### config.mk
export PLATFORM = sky130hd
export DESIGN_NAME = adc_spi_ctrl
export DESIGN_NICKNAME = d
export VERILOG_FILES = /design/src/rtl/adc_ctrl_pkg.sv /design/src/rtl/adc_cfg_cache.sv /design/src/rtl/adc_gap_timer.sv /design/src/rtl/adc_spi_frame.sv /design/src/rtl/adc_spi_ctrl.sv
export SDC_FILE = /design/constraint.sdc
export NUM_CORES = 1
export LEC_CHECK = 0
export BUFFER_PORTS_ARGS = -buffer_cell sky130_fd_sc_hd__buf_2
export CELL_PAD_IN_SITES_DETAIL_PLACEMENT = 0
export CELL_PAD_IN_SITES_GLOBAL_PLACEMENT = 2
export CORE_MARGIN = 3
export CORE_UTILIZATION = 38
export CTS_BUF_LIST = sky130_fd_sc_hd__clkbuf_4 sky130_fd_sc_hd__clkbuf_8 sky130_fd_sc_hd__clkbuf_16
export DETAILED_ROUTE_END_ITERATION = 8
export PLACE_DENSITY = 0.89
export SYNTH_ARGS = -nofsm -noshare
export SYNTH_HDL_FRONTEND = slang
export SYNTH_SLANG_ARGS = --single-unit
### constraint.sdc
create_clock -name clk -period 3.9 [get_ports clk]
set_clock_uncertainty 0.2 [all_clocks]
set_input_delay 0.39 -clock clk [delete_from_list [all_inputs] [get_ports clk]]
set_output_delay 0.39 -clock clk [all_outputs]
set_load 0.03 [all_outputs]
### src/rtl/adc_ctrl_pkg.sv
// Package: shared constants and state type for the ADC serial controller.
// Assumes a 14-bit converter configuration word with the channel field at 9:7.
package adc_ctrl_pkg;
    localparam int CFG_W  = 14;
    localparam int CH_LSB = 7;
    localparam int CH_FW  = 3;
    localparam logic [CFG_W-1:0] CFG_DEFAULT = 14'h3C79;

    typedef enum logic [1:0] {
        SQ_IDLE,
        SQ_LAUNCH,
        SQ_XFER,
        SQ_GAP
    } seq_state_t;
endpackage

### src/rtl/adc_cfg_cache.sv
// Module: cached copy of the converter configuration register.
// Does: full overwrite or channel-field-only update; full write has priority.
// Assumes: channel number fits the 3-bit field (CHW <= 3).
module adc_cfg_cache
    import adc_ctrl_pkg::*;
#(
    parameter int CHW = 3
) (
    input  logic             clk,
    input  logic             rst_n,
    input  logic             full_wr_i,
    input  logic [CFG_W-1:0] full_data_i,
    input  logic             ch_wr_i,
    input  logic [CHW-1:0]   ch_i,
    output logic [CFG_W-1:0] cfg_o
);
    // Purpose: hold the configuration word, merging channel updates.
    always_ff @(posedge clk) begin
        if (!rst_n) begin
            cfg_o <= CFG_DEFAULT;
        end else if (full_wr_i) begin
            cfg_o <= full_data_i;
        end else if (ch_wr_i) begin
            cfg_o[CH_LSB +: CH_FW] <= CH_FW'(ch_i);
        end
    end

    // a channel update leaves all bits outside 9:7 untouched
    a_r3_field_only: assert property (@(posedge clk) disable iff (!rst_n)
        (ch_wr_i && !full_wr_i) |=>
            (cfg_o[CFG_W-1:CH_LSB+CH_FW] == $past(cfg_o[CFG_W-1:CH_LSB+CH_FW])) &&
            (cfg_o[CH_LSB-1:0] == $past(cfg_o[CH_LSB-1:0])) &&
            (cfg_o[CH_LSB +: CH_FW] == CH_FW'($past(ch_i))));
endmodule

### src/rtl/adc_gap_timer.sv
// Module: inter-frame gap counter.
// Does: after a start pulse, raises done_o once GAP_CYC cycles have elapsed.
// Assumes: GAP_CYC >= 1.
module adc_gap_timer #(
    parameter int GAP_CYC = 100
) (
    input  logic clk,
    input  logic rst_n,
    input  logic start_i,
    output logic done_o
);
    localparam int CW = $clog2(GAP_CYC + 1);

    logic          run_q;
    logic [CW-1:0] cnt_q;

    // Purpose: count down the gap window.
    always_ff @(posedge clk) begin
        if (!rst_n) begin
            run_q <= 1'b0;
            cnt_q <= '0;
        end else if (start_i) begin
            run_q <= 1'b1;
            cnt_q <= CW'(GAP_CYC - 1);
        end else if (run_q) begin
            if (cnt_q == '0) run_q <= 1'b0;
            else             cnt_q <= cnt_q - 1'b1;
        end
    end

    assign done_o = run_q && (cnt_q == '0);
endmodule

### src/rtl/adc_spi_frame.sv
// Module: one SPI mode-0 frame of variable length, MSB first.
// Does: shifts out the low len_i bits of tx_i, captures len_i bits right-aligned.
// Assumes: 1 <= len_i <= MAXW, start_i only while idle.
module adc_spi_frame #(
    parameter int MAXW = 30,
    parameter int LENW = 5,
    parameter int HALF = 2
) (
    input  logic            clk,
    input  logic            rst_n,
    input  logic            start_i,
    input  logic [LENW-1:0] len_i,
    input  logic [MAXW-1:0] tx_i,
    output logic            done_o,
    output logic [MAXW-1:0] rx_o,
    output logic            sclk_o,
    output logic            cs_n_o,
    output logic            mosi_o,
    input  logic            miso_i
);
    localparam int DW = $clog2(HALF + 1);

    logic            active_q;
    logic [DW-1:0]   div_q;
    logic [LENW-1:0] bits_q;
    logic [LENW-1:0] len_q;
    logic [MAXW-1:0] tx_sh;

    // Purpose: divider, edge generation, shifting and end-of-frame detection.
    always_ff @(posedge clk) begin
        if (!rst_n) begin
            active_q <= 1'b0;
            div_q    <= '0;
            bits_q   <= '0;
            len_q    <= '0;
            tx_sh    <= '0;
            rx_o     <= '0;
            sclk_o   <= 1'b0;
            done_o   <= 1'b0;
        end else begin
            done_o <= 1'b0;
            if (start_i && !active_q) begin
                active_q <= 1'b1;
                div_q    <= '0;
                bits_q   <= '0;
                len_q    <= len_i;
                tx_sh    <= tx_i << (LENW'(MAXW) - len_i);
                rx_o     <= '0;
                sclk_o   <= 1'b0;
            end else if (active_q) begin
                if (div_q == DW'(HALF - 1)) begin
                    div_q <= '0;
                    if (!sclk_o) begin
                        sclk_o <= 1'b1;
                        rx_o   <= {rx_o[MAXW-2:0], miso_i};
                        bits_q <= bits_q + 1'b1;
                    end else begin
                        sclk_o <= 1'b0;
                        if (bits_q == len_q) begin
                            active_q <= 1'b0;
                            done_o   <= 1'b1;
                        end else begin
                            tx_sh <= tx_sh << 1;
                        end
                    end
                end else begin
                    div_q <= div_q + 1'b1;
                end
            end
        end
    end

    assign cs_n_o = !active_q;
    assign mosi_o = active_q && tx_sh[MAXW-1];

    // serial clock rests low outside a frame
    a_r9_sclk_idle_low: assert property (@(posedge clk) disable iff (!rst_n)
        cs_n_o |-> !sclk_o);
    // MOSI only moves while SCLK is low
    a_r9_mosi_stable_high: assert property (@(posedge clk) disable iff (!rst_n)
        ($past(sclk_o) && sclk_o && !cs_n_o) |-> $stable(mosi_o));
endmodule

### src/rtl/adc_spi_ctrl.sv
// Module: top of the multichannel SAR ADC serial conversion controller.
// Does: start-up sequence, host channel reads and full configuration writes,
//       frame length from the cached read-back bit, result extraction.
// Assumes: RES is 14 or 16, NCH is 4 or 8, requests are held until busy rises.
module adc_spi_ctrl
    import adc_ctrl_pkg::*;
#(
    parameter int RES       = 16,
    parameter int NCH       = 8,
    parameter int CLK_HZ    = 50_000_000,
    parameter int GAP_NS    = 2000,
    parameter int SCLK_HALF = 2
) (
    input  logic             clk,
    input  logic             rst_n,
    input  logic             req_i,
    input  logic [((NCH > 1) ? $clog2(NCH) : 1)-1:0] req_ch_i,
    input  logic             cfg_wr_i,
    input  logic [15:0]      cfg_wdata_i,
    output logic             busy_o,
    output logic             valid_o,
    output logic [RES-1:0]   data_o,
    output logic [CFG_W-1:0] cfg_rdata_o,
    output logic             sclk_o,
    output logic             cs_n_o,
    output logic             mosi_o,
    input  logic             miso_i
);
    localparam int CHW     = (NCH > 1) ? $clog2(NCH) : 1;
    localparam int MAXW    = RES + CFG_W;
    localparam int LENW    = $clog2(MAXW + 1);
    localparam int GAP_RAW = ((CLK_HZ / 1000) * GAP_NS + 999_999) / 1_000_000;
    localparam int GAP_CYC = (GAP_RAW < 1) ? 1 : GAP_RAW;
    localparam int GCW     = $clog2(GAP_CYC + 1);

    function automatic logic [LENW-1:0] frame_len(input logic rb_off);
        return rb_off ? LENW'(RES) : LENW'(MAXW);
    endfunction

    seq_state_t      state_q;
    logic            rd_op_q, rx_phase_q, init_q;
    logic [1:0]      dummies_q;
    logic [LENW-1:0] len_q;
    logic [CFG_W-1:0] cfg;
    logic            frame_done, gap_done;
    logic [MAXW-1:0] rx_word, tx_word;
    logic            take_wr, take_rd, dummy_next, more_frames;
    logic            cache_ch_wr;
    logic [CHW-1:0]  cache_ch;

    // Purpose: decode acceptance and start-up channel updates.
    always_comb begin
        take_wr     = (state_q == SQ_IDLE) && cfg_wr_i;
        take_rd     = (state_q == SQ_IDLE) && !cfg_wr_i && req_i;
        more_frames = rd_op_q && !rx_phase_q;
        dummy_next  = (state_q == SQ_GAP) && gap_done && !more_frames && (dummies_q != 2'd0);
        cache_ch_wr = take_rd || dummy_next;
        cache_ch    = take_rd ? req_ch_i : '0;
        tx_word     = rx_phase_q ? '0 : (MAXW'(cfg) << (len_q - LENW'(CFG_W)));
    end

    adc_cfg_cache #(.CHW(CHW)) u_cache (
        .clk         (clk),
        .rst_n       (rst_n),
        .full_wr_i   (take_wr),
        .full_data_i (cfg_wdata_i[CFG_W-1:0]),
        .ch_wr_i     (cache_ch_wr),
        .ch_i        (cache_ch),
        .cfg_o       (cfg)
    );

    adc_spi_frame #(.MAXW(MAXW), .LENW(LENW), .HALF(SCLK_HALF)) u_frame (
        .clk     (clk),
        .rst_n   (rst_n),
        .start_i (state_q == SQ_LAUNCH),
        .len_i   (len_q),
        .tx_i    (tx_word),
        .done_o  (frame_done),
        .rx_o    (rx_word),
        .sclk_o  (sclk_o),
        .cs_n_o  (cs_n_o),
        .mosi_o  (mosi_o),
        .miso_i  (miso_i)
    );

    adc_gap_timer #(.GAP_CYC(GAP_CYC)) u_gap (
        .clk     (clk),
        .rst_n   (rst_n),
        .start_i ((state_q == SQ_XFER) && frame_done),
        .done_o  (gap_done)
    );

    // Purpose: sequence frames and gaps, capture results.
    always_ff @(posedge clk) begin
        if (!rst_n) begin
            state_q    <= SQ_LAUNCH;
            rd_op_q    <= 1'b0;
            rx_phase_q <= 1'b0;
            dummies_q  <= 2'd2;
            init_q     <= 1'b1;
            len_q      <= frame_len(CFG_DEFAULT[0]);
            valid_o    <= 1'b0;
            data_o     <= '0;
        end else begin
            valid_o <= 1'b0;
            case (state_q)
                SQ_IDLE: begin
                    if (take_wr || take_rd) begin
                        len_q      <= frame_len(cfg[0]);
                        rd_op_q    <= take_rd;
                        rx_phase_q <= 1'b0;
                        state_q    <= SQ_LAUNCH;
                    end
                end
                SQ_LAUNCH: state_q <= SQ_XFER;
                SQ_XFER: begin
                    if (frame_done) begin
                        if (rx_phase_q) begin
                            data_o  <= cfg[0] ? rx_word[RES-1:0] : rx_word[CFG_W +: RES];
                            valid_o <= !init_q;
                        end
                        state_q <= SQ_GAP;
                    end
                end
                SQ_GAP: begin
                    if (gap_done) begin
                        if (more_frames) begin
                            rx_phase_q <= 1'b1;
                            state_q    <= SQ_LAUNCH;
                        end else if (dummies_q != 2'd0) begin
                            dummies_q  <= dummies_q - 1'b1;
                            rd_op_q    <= 1'b1;
                            rx_phase_q <= 1'b0;
                            state_q    <= SQ_LAUNCH;
                        end else begin
                            init_q  <= 1'b0;
                            state_q <= SQ_IDLE;
                        end
                    end
                end
                default: state_q <= SQ_IDLE;
            endcase
        end
    end

    assign busy_o      = (state_q != SQ_IDLE);
    assign cfg_rdata_o = cfg;

    // Checker state: cycles chip select has been high, and whether a frame has ended.
    logic [GCW-1:0] hi_cnt_q;
    logic           seen_q;

    // Purpose: measure the chip-select high run for the gap assertion.
    always_ff @(posedge clk) begin
        if (!rst_n) begin
            hi_cnt_q <= '0;
            seen_q   <= 1'b0;
        end else begin
            if (!cs_n_o)                        hi_cnt_q <= '0;
            else if (hi_cnt_q != GCW'(GAP_CYC)) hi_cnt_q <= hi_cnt_q + 1'b1;
            if (frame_done) seen_q <= 1'b1;
        end
    end

    // a new frame never starts before the gap has elapsed
    a_r7_gap_respected: assert property (@(posedge clk) disable iff (!rst_n)
        (seen_q && $fell(cs_n_o)) |-> (hi_cnt_q >= GCW'(GAP_CYC)));
    // the valid strobe lasts one cycle
    a_r8_valid_single: assert property (@(posedge clk) disable iff (!rst_n)
        valid_o |=> !valid_o);
    // results are only presented while the sequence is still busy
    a_r8_valid_in_busy: assert property (@(posedge clk) disable iff (!rst_n)
        valid_o |-> busy_o);
    // an accepted full write lands masked to 14 bits
    a_r2_masked_write: assert property (@(posedge clk) disable iff (!rst_n)
        (!busy_o && cfg_wr_i) |=> (cfg_rdata_o == $past(cfg_wdata_i[CFG_W-1:0])));
    // nothing is accepted while busy, so the cache holds still outside gaps
    a_r8_cache_held: assert property (@(posedge clk) disable iff (!rst_n)
        (busy_o && !(state_q == SQ_GAP)) |=> $stable(cfg_rdata_o));
endmodule

== Word-level counts from Yosys, hierarchy flattened ==
Cells that the tools add are included.

* $mul: 0
* Bitwise gates (word level): 7
* Equality and inequality tests: 13
* Shift-type cells: 2
* Magnitude comparators: 0
* Reductions and logical operators: 44
* Divide/modulo/power cells: 0
* Muxes and demuxes: 41
* Add/subtract/negate cells: 6

{| class="wikitable"
|+ Operator list
! cell !! count
|-
| two-way mux 30 bit || 6
|-
| left shift 14 x 5 -> 30 bit || 1
|-
| left shift 30 x 5 -> 30 bit || 1
|-
| two-way mux 7 bit || 3
|-
| two-way mux 1 bit || 20
|-
| AND reduction 4 bit || 5
|-
| two-way mux 16 bit || 1
|-
| nonzero test 2 bit || 8
|-
| logical AND 1 bit || 11
|-
| != test 2 x 1 -> 1 bit (second input constant) || 5
|-
| two-way mux 3 bit || 3
|-
| AND reduction 3 bit || 3
|-
| two-way mux 2 bit || 4
|-
| case mux 2 bit (4 select lines) || 1
|-
| AND reduction 2 bit || 4
|-
| logical NOT 7 bit || 1
|-
| NOT 1 bit || 7
|-
| subtractor 7 x 1 -> 7 bit (second input constant) || 1
|-
| adder 5 x 1 -> 5 bit (second input constant) || 1
|-
| equality test 5 bit || 1
|-
| logical NOT 1 bit || 5
|-
| AND reduction 5 bit || 1
|-
| OR reduction 5 bit || 1
|-
| subtractor 5 x 4 -> 5 bit (second input constant) || 1
|-
| 12 further kinds || 18
|}

* Word-level logic and storage cells: 134
* Memories: 0
* Input port bits: 24
* Latch bits: 0
* Bits in registers: 126
* Output and inout port bits: 35
* Bits in read-only memories: 0
* RAM bits: 0

== Longest topological paths before layout ==
* Word-level depth: 8
* Depth in mapped cells: 7
* Gate-level depth less buffers: 6

== Hierarchy ==
A second synthesis with hierarchy kept.

* Cells, all modules: 764
* Area, all modules: 7059.3 um2

{| class="wikitable"
|+ Modules (own cells, without submodules)
! module !! instances !! area each (um2) !! cells each !! seq. area each (um2)
|-
| adc_spi_frame || 1 || 4605.7 || 502 || 1501.4
|-
| adc_spi_ctrl || 1 || 1497.7 || 171 || 500.5
|-
| adc_cfg_cache || 1 || 546.8 || 48 || 280.3
|-
| adc_gap_timer || 1 || 409.1 || 43 || 160.2
|}

== Worst setup path after synthesis ==
No wires, ideal clock.

* Path type: register -> register
* From: register u_gap.cnt_q[0]
* To: register u_gap.cnt_q[1]
* Arrival time: 1903 ps
* Clock period less this slack: 2174 ps
* Cell stages (with the launch flop): 8
* Library setup time: 70 ps
* Path slack: 1726 ps
* Data required time: 3630 ps
* Path buffers: 1
* Cell sequence: dfxtp_1 -> inv_1 -> ha_1 -> or4b_1 -> clkbuf_1 -> o31ai_2 -> mux2_2 -> a21oi_1

* Word-level cells in the longest chain between the ends: 4
* Elaborated cells on any way between the ends: 7
* Classes of those cells: 1 x add/sub; 1 x eq/ne; 3 x mux; 2 x reduce/logical

{| class="wikitable"
|+ RTL lines
! element !! RTL line !! text
|-
| start, declared || adc_gap_timer.sv:15 || <nowiki>logic [CW-1:0] cnt_q;</nowiki>
|-
| start signal, assigned || adc_gap_timer.sv:24 || <nowiki>cnt_q <= CW'(GAP_CYC - 1);</nowiki>
|-
| start signal, assigned || adc_gap_timer.sv:27 || <nowiki>else cnt_q <= cnt_q - 1'b1;</nowiki>
|-
| subtractor 7 x 1 -> 7 bit || adc_gap_timer.sv:27 ||
|-
| two-way mux 7 bit || adc_gap_timer.sv:26 || <nowiki>if (cnt_q == '0) run_q <= 1'b0;</nowiki>
|-
| two-way mux 7 bit || adc_gap_timer.sv:25 || <nowiki>end else if (run_q) begin</nowiki>
|-
| two-way mux 7 bit || adc_gap_timer.sv:22 || <nowiki>end else if (start_i) begin</nowiki>
|}

Parallel ways exist; a longest one is shown, timed or not. The select of a mux whose other input is x is not followed.
A chain may end at the register's enable or synchronous reset.

== Worst setup path after layout ==
* From: register u_frame.bits_q[1]
* To: register u_frame.tx_sh[17]

* Word-level cells in the longest chain between the ends: 3

{| class="wikitable"
|+ RTL lines
! element !! RTL line !! text
|-
| start, declared || adc_spi_frame.sv:25 || <nowiki>logic [LENW-1:0] bits_q;</nowiki>
|-
| start signal, assigned || adc_spi_frame.sv:56 || <nowiki>bits_q <= bits_q + 1'b1;</nowiki>
|-
| equality test 5 bit || adc_spi_frame.sv:59 || <nowiki>if (bits_q == len_q) begin</nowiki>
|-
| != test 2 x 1 -> 1 bit (no line) || n/a ||
|-
| AND reduction 4 bit (no line) || n/a ||
|-
| end signal, assigned || adc_spi_frame.sv:47 || <nowiki>tx_sh <= tx_i << (LENW'(MAXW) - len_i);</nowiki>
|-
| end signal, assigned || adc_spi_frame.sv:63 || <nowiki>tx_sh <= tx_sh << 1;</nowiki>
|-
| end, declared || adc_spi_frame.sv:27 || <nowiki>logic [MAXW-1:0] tx_sh;</nowiki>
|}

Every way passes these cells.

==> results.py <==
metrics = {
    "run_status": {
        "outcome": "finished, final reports clean",
    },
    "drt": {
        "finalWirelength_um": 10960,
        "vias": 4082,
        "via_per_inst": 5.135,
        "drc": 0,
        "firstDrtPassIters": 4,
        "post_drt_wl_per_cell_um": 13.79,
        "first_iter_violations": 254,
        "ant_nets": 0,
    },
    "synthesis": {
        "synth_top_area_cell": "dfxtp_1",
        "ys_seq_elements": 119,
        "synth_area_leaders": "dfxtp_1 (48%), a21oi_1 (7.6%), nand2_1 (7.4%)",
        "synth_edf_count": 0,
        "syn-cell-area_mm2": 0.004946,
        "yosys-top-cells-count": "dfxtp_1 (119), nand2_1 (97), a21oi_1 (75), nor2_1 (35), clkbuf_1 (34)",
        "async_flop_share_pct": 0,
        "avgSynthCellArea_um2": 8.769,
        "synth_top_area_share_pct": 48.17,
        "syn_nets": 597,
        "yosysSeqAreaShare_pct": 48.17,
        "ys_warn_count": 0,
        "yosysMostFrequentCell": "dfxtp_1",
        "ys.flop_type": "dfxtp_1",
        "synth.distinct_cells": 51,
        "synthCells": 564,
    },
    "timing": {
        "fmax_mhz": 412.9,
        "fin_tns_setup_ps": 0,
        "period_needed_ps": 2422,
        "slew_violations": 0,
        "setup_viol": 0,
        "tightest_slew_ps": 1095,
        "rsz0062_at_grt": "no",
        "finalCritPeriodShare_pct": 62.10,
        "max-slew-margin-rel_pct": 26.99,
        "finalHoldViolations": 0,
    },
    "floorplan": {
        "core_mm2": 0.01267,
        "fp.dieW_um": 120.1,
        "start_util_pct": 39.03,
        "dieHeight_um": 120.1,
        "fp.dieArea_mm2": 0.01442,
        "rows": 41,
        "io_pins": 59,
    },
    "final_layout": {
        "fillers": 1188,
        "seq_area_mm2": 0.002382,
        "multiInputGateArea_mm2": 0.002342,
        "final_util_pct": 47.82,
        "drive_above_1_share_pct": 17.66,
        "diodes": 0,
        "final_net_count": 644,
        "area.growth.synth_to_final_pct": 22.51,
    },
    "clock_tree": {
        "post_cts_resized": 0,
        "clkSlewWorstSetupHoldPaths_ps": 50,
        "clk_latency_ps": 410,
        "postCtsSetupRepairBufs": 0,
        "clock_sinks": 119,
        "clockBufferDepth": 2,
        "htree_num_levels": 4,
        "cts_tree": "built",
        "cts_made_buffers": 17,
        "cts_root_buffer": "clkbuf_16",
    },
    "placed_design": {
        "hpwl_um": 7046,
        "gp_congestion": 0.7679,
        "port_buffers": 56,
    },
    "worst_setup_path": {
        "cp.arrival_ps": 2520,
        "critical_path_class": "register to register",
        "worst_ep_required_time_ps": 4000,
        "cp_max_fo": 18,
        "endpoint_kind": "register",
        "start_kind": "register",
    },
    "global_route": {
        "overflow": 0,
        "grt_pass1_wl_um": 18700,
        "grt_usage_pct": 16.08,
        "antenna_found_initial": 0,
        "grt_pass1_vias": 3970,
        "grt_max_degree": 54,
    },
    "power": {
        "power_density_mw_per_mm2": 650.5,
        "peakVddDrop_mv": 0.3080,
        "p_leak_nw": 2.376,
    },
    "flow_run": {
        "drv_cap": 0,
    },
    "min_path": {
        "hold_class": "input pin to register",
    },
}
-- power by group --
group | switching, mW | internal [mW] | total [mW] | leakage [nW]
combinational | 0.510 | 0.268 | 0.778 | 1.08
sequential | 0.0943 | 1.34 | 1.43 | 0.965
clock | 0.524 | 1.21 | 1.73 | 0.326
-- metal layers --
layer  vias to the layer above  global-route usage, %  wire [µm]
li1                       2078                      -          -
met1                      1912                  19.34       5240
met2                        79                  26.62       5071
met3                        13                  5.231        515
met4                         0                  6.299        136
met5                         -                      0          0
-- logic make-up after synthesis --
kind of cell,synth area share (%)
AO/OA/AOI/OAI,19.58
AND/OR/NAND/NOR,19.40
flip-flops,48.17
XOR/XNOR,2.125
buffers and inverters,4.781
adder cells (fa/ha/maj),2.277
multiplexers,3.668
-- cell usage in the layout, fill, tap and decap left out, types with 4 or more instances in the layout --
| cell | instances |
|---|---|
| clkbuf_16 | 17 |
| nor2_1 | 35 |
| clkbuf_8 | 4 |
| nor3_1 | 5 |
| xor2_1 | 8 |
| xnor2_1 | 4 |
| o221a_1 | 10 |
| a211oi_1 | 17 |
| buf_2 | 56 |
| dfxtp_1 | 119 |
| dlygate4sd3_1 | 9 |
| o211ai_1 | 5 |
| nand2_1 | 97 |
| o221a_2 | 4 |
| nand4_1 | 5 |
| a21oi_1 | 75 |
| ha_1 | 9 |
| nand2b_1 | 15 |
| o21ai_0 | 17 |
| inv_1 | 10 |
| mux2i_1 | 17 |
| nand3_1 | 26 |
| bufinv_16 | 5 |
| buf_4 | 6 |
-- flip-flops by register name, indices dropped and copies added (netlist names) --
signal and flops:
state_q 2, dummies_q 2, u_frame.len_q 2, u_frame.bits_q 5
init_q 1, valid_o 1, u_frame.done_o 1, u_frame.rx_o 30
len_q 1, u_frame.div_q 2, u_gap.cnt_q 7, u_cache.cfg_o 14
u_frame.active_q 1, u_gap.run_q 1, u_frame.tx_sh 30, data_o 16
u_frame.sclk_o 1, rx_phase_q 1, rd_op_q 1
-- critical path, stage by stage, from the launching register on --
cell      delay, ps
dfxtp_1         340
or4_4           570
a211oi_4        690
o21ai_4         210
o221a_2         290
-- layout make-up --
class | count | share of cell area, %
tap | 172 | 3.552
inverter | 11 | 0.6814
clock inverter | 8 | 2.767
timing repair buffer | 71 | 6.855
sequential | 119 | 39.31
clock buffer | 23 | 8.177
multi-input combinational | 391 | 38.65
-- per-stage QoR --
stage / power [mW] / cell area [µm²] / setup slack [ps] / instances / hold slack, ps
2_1_floorplan: 2.044 / 4946 / 1726 / 564 / 198.7
3_3_place_gp: 2.207 / 5306 / 1528 / 755 / 225.3
3_5_place_dp: 2.224 / 5306 / 1498 / 755 / 226.6
4_1_cts: 3.980 / 6060 / 1489 / 795 / 1.300
5_1_grt: 4.122 / 6060 / 1315 / 795 / 6.687
6_report: 3.942 / 6060 / 1478 / 795 / 26.92
-- timing repair --
action | 4_1_cts | 5_1_grt
hold buffers | 9 | 0
endpoints found under the hold margin | 9 | 0
setup endpoints to repair | 0 | 0
-- final timing paths --
path | start | endpoint | slack [ps] | cells past startpoint
worst max register to register | u_frame.bits_q[1] | u_frame.tx_sh[17] | 1480 | 4
worst min register to register | init_q | valid_o | 220 | 1
worst min-delay path | cfg_wdata_i[2] | u_cache.cfg_o[2] | 30 | 3
worst max-delay path | u_frame.bits_q[1] | u_frame.tx_sh[17] | 1480 | 4
Power figures use the tool's default switching activity.
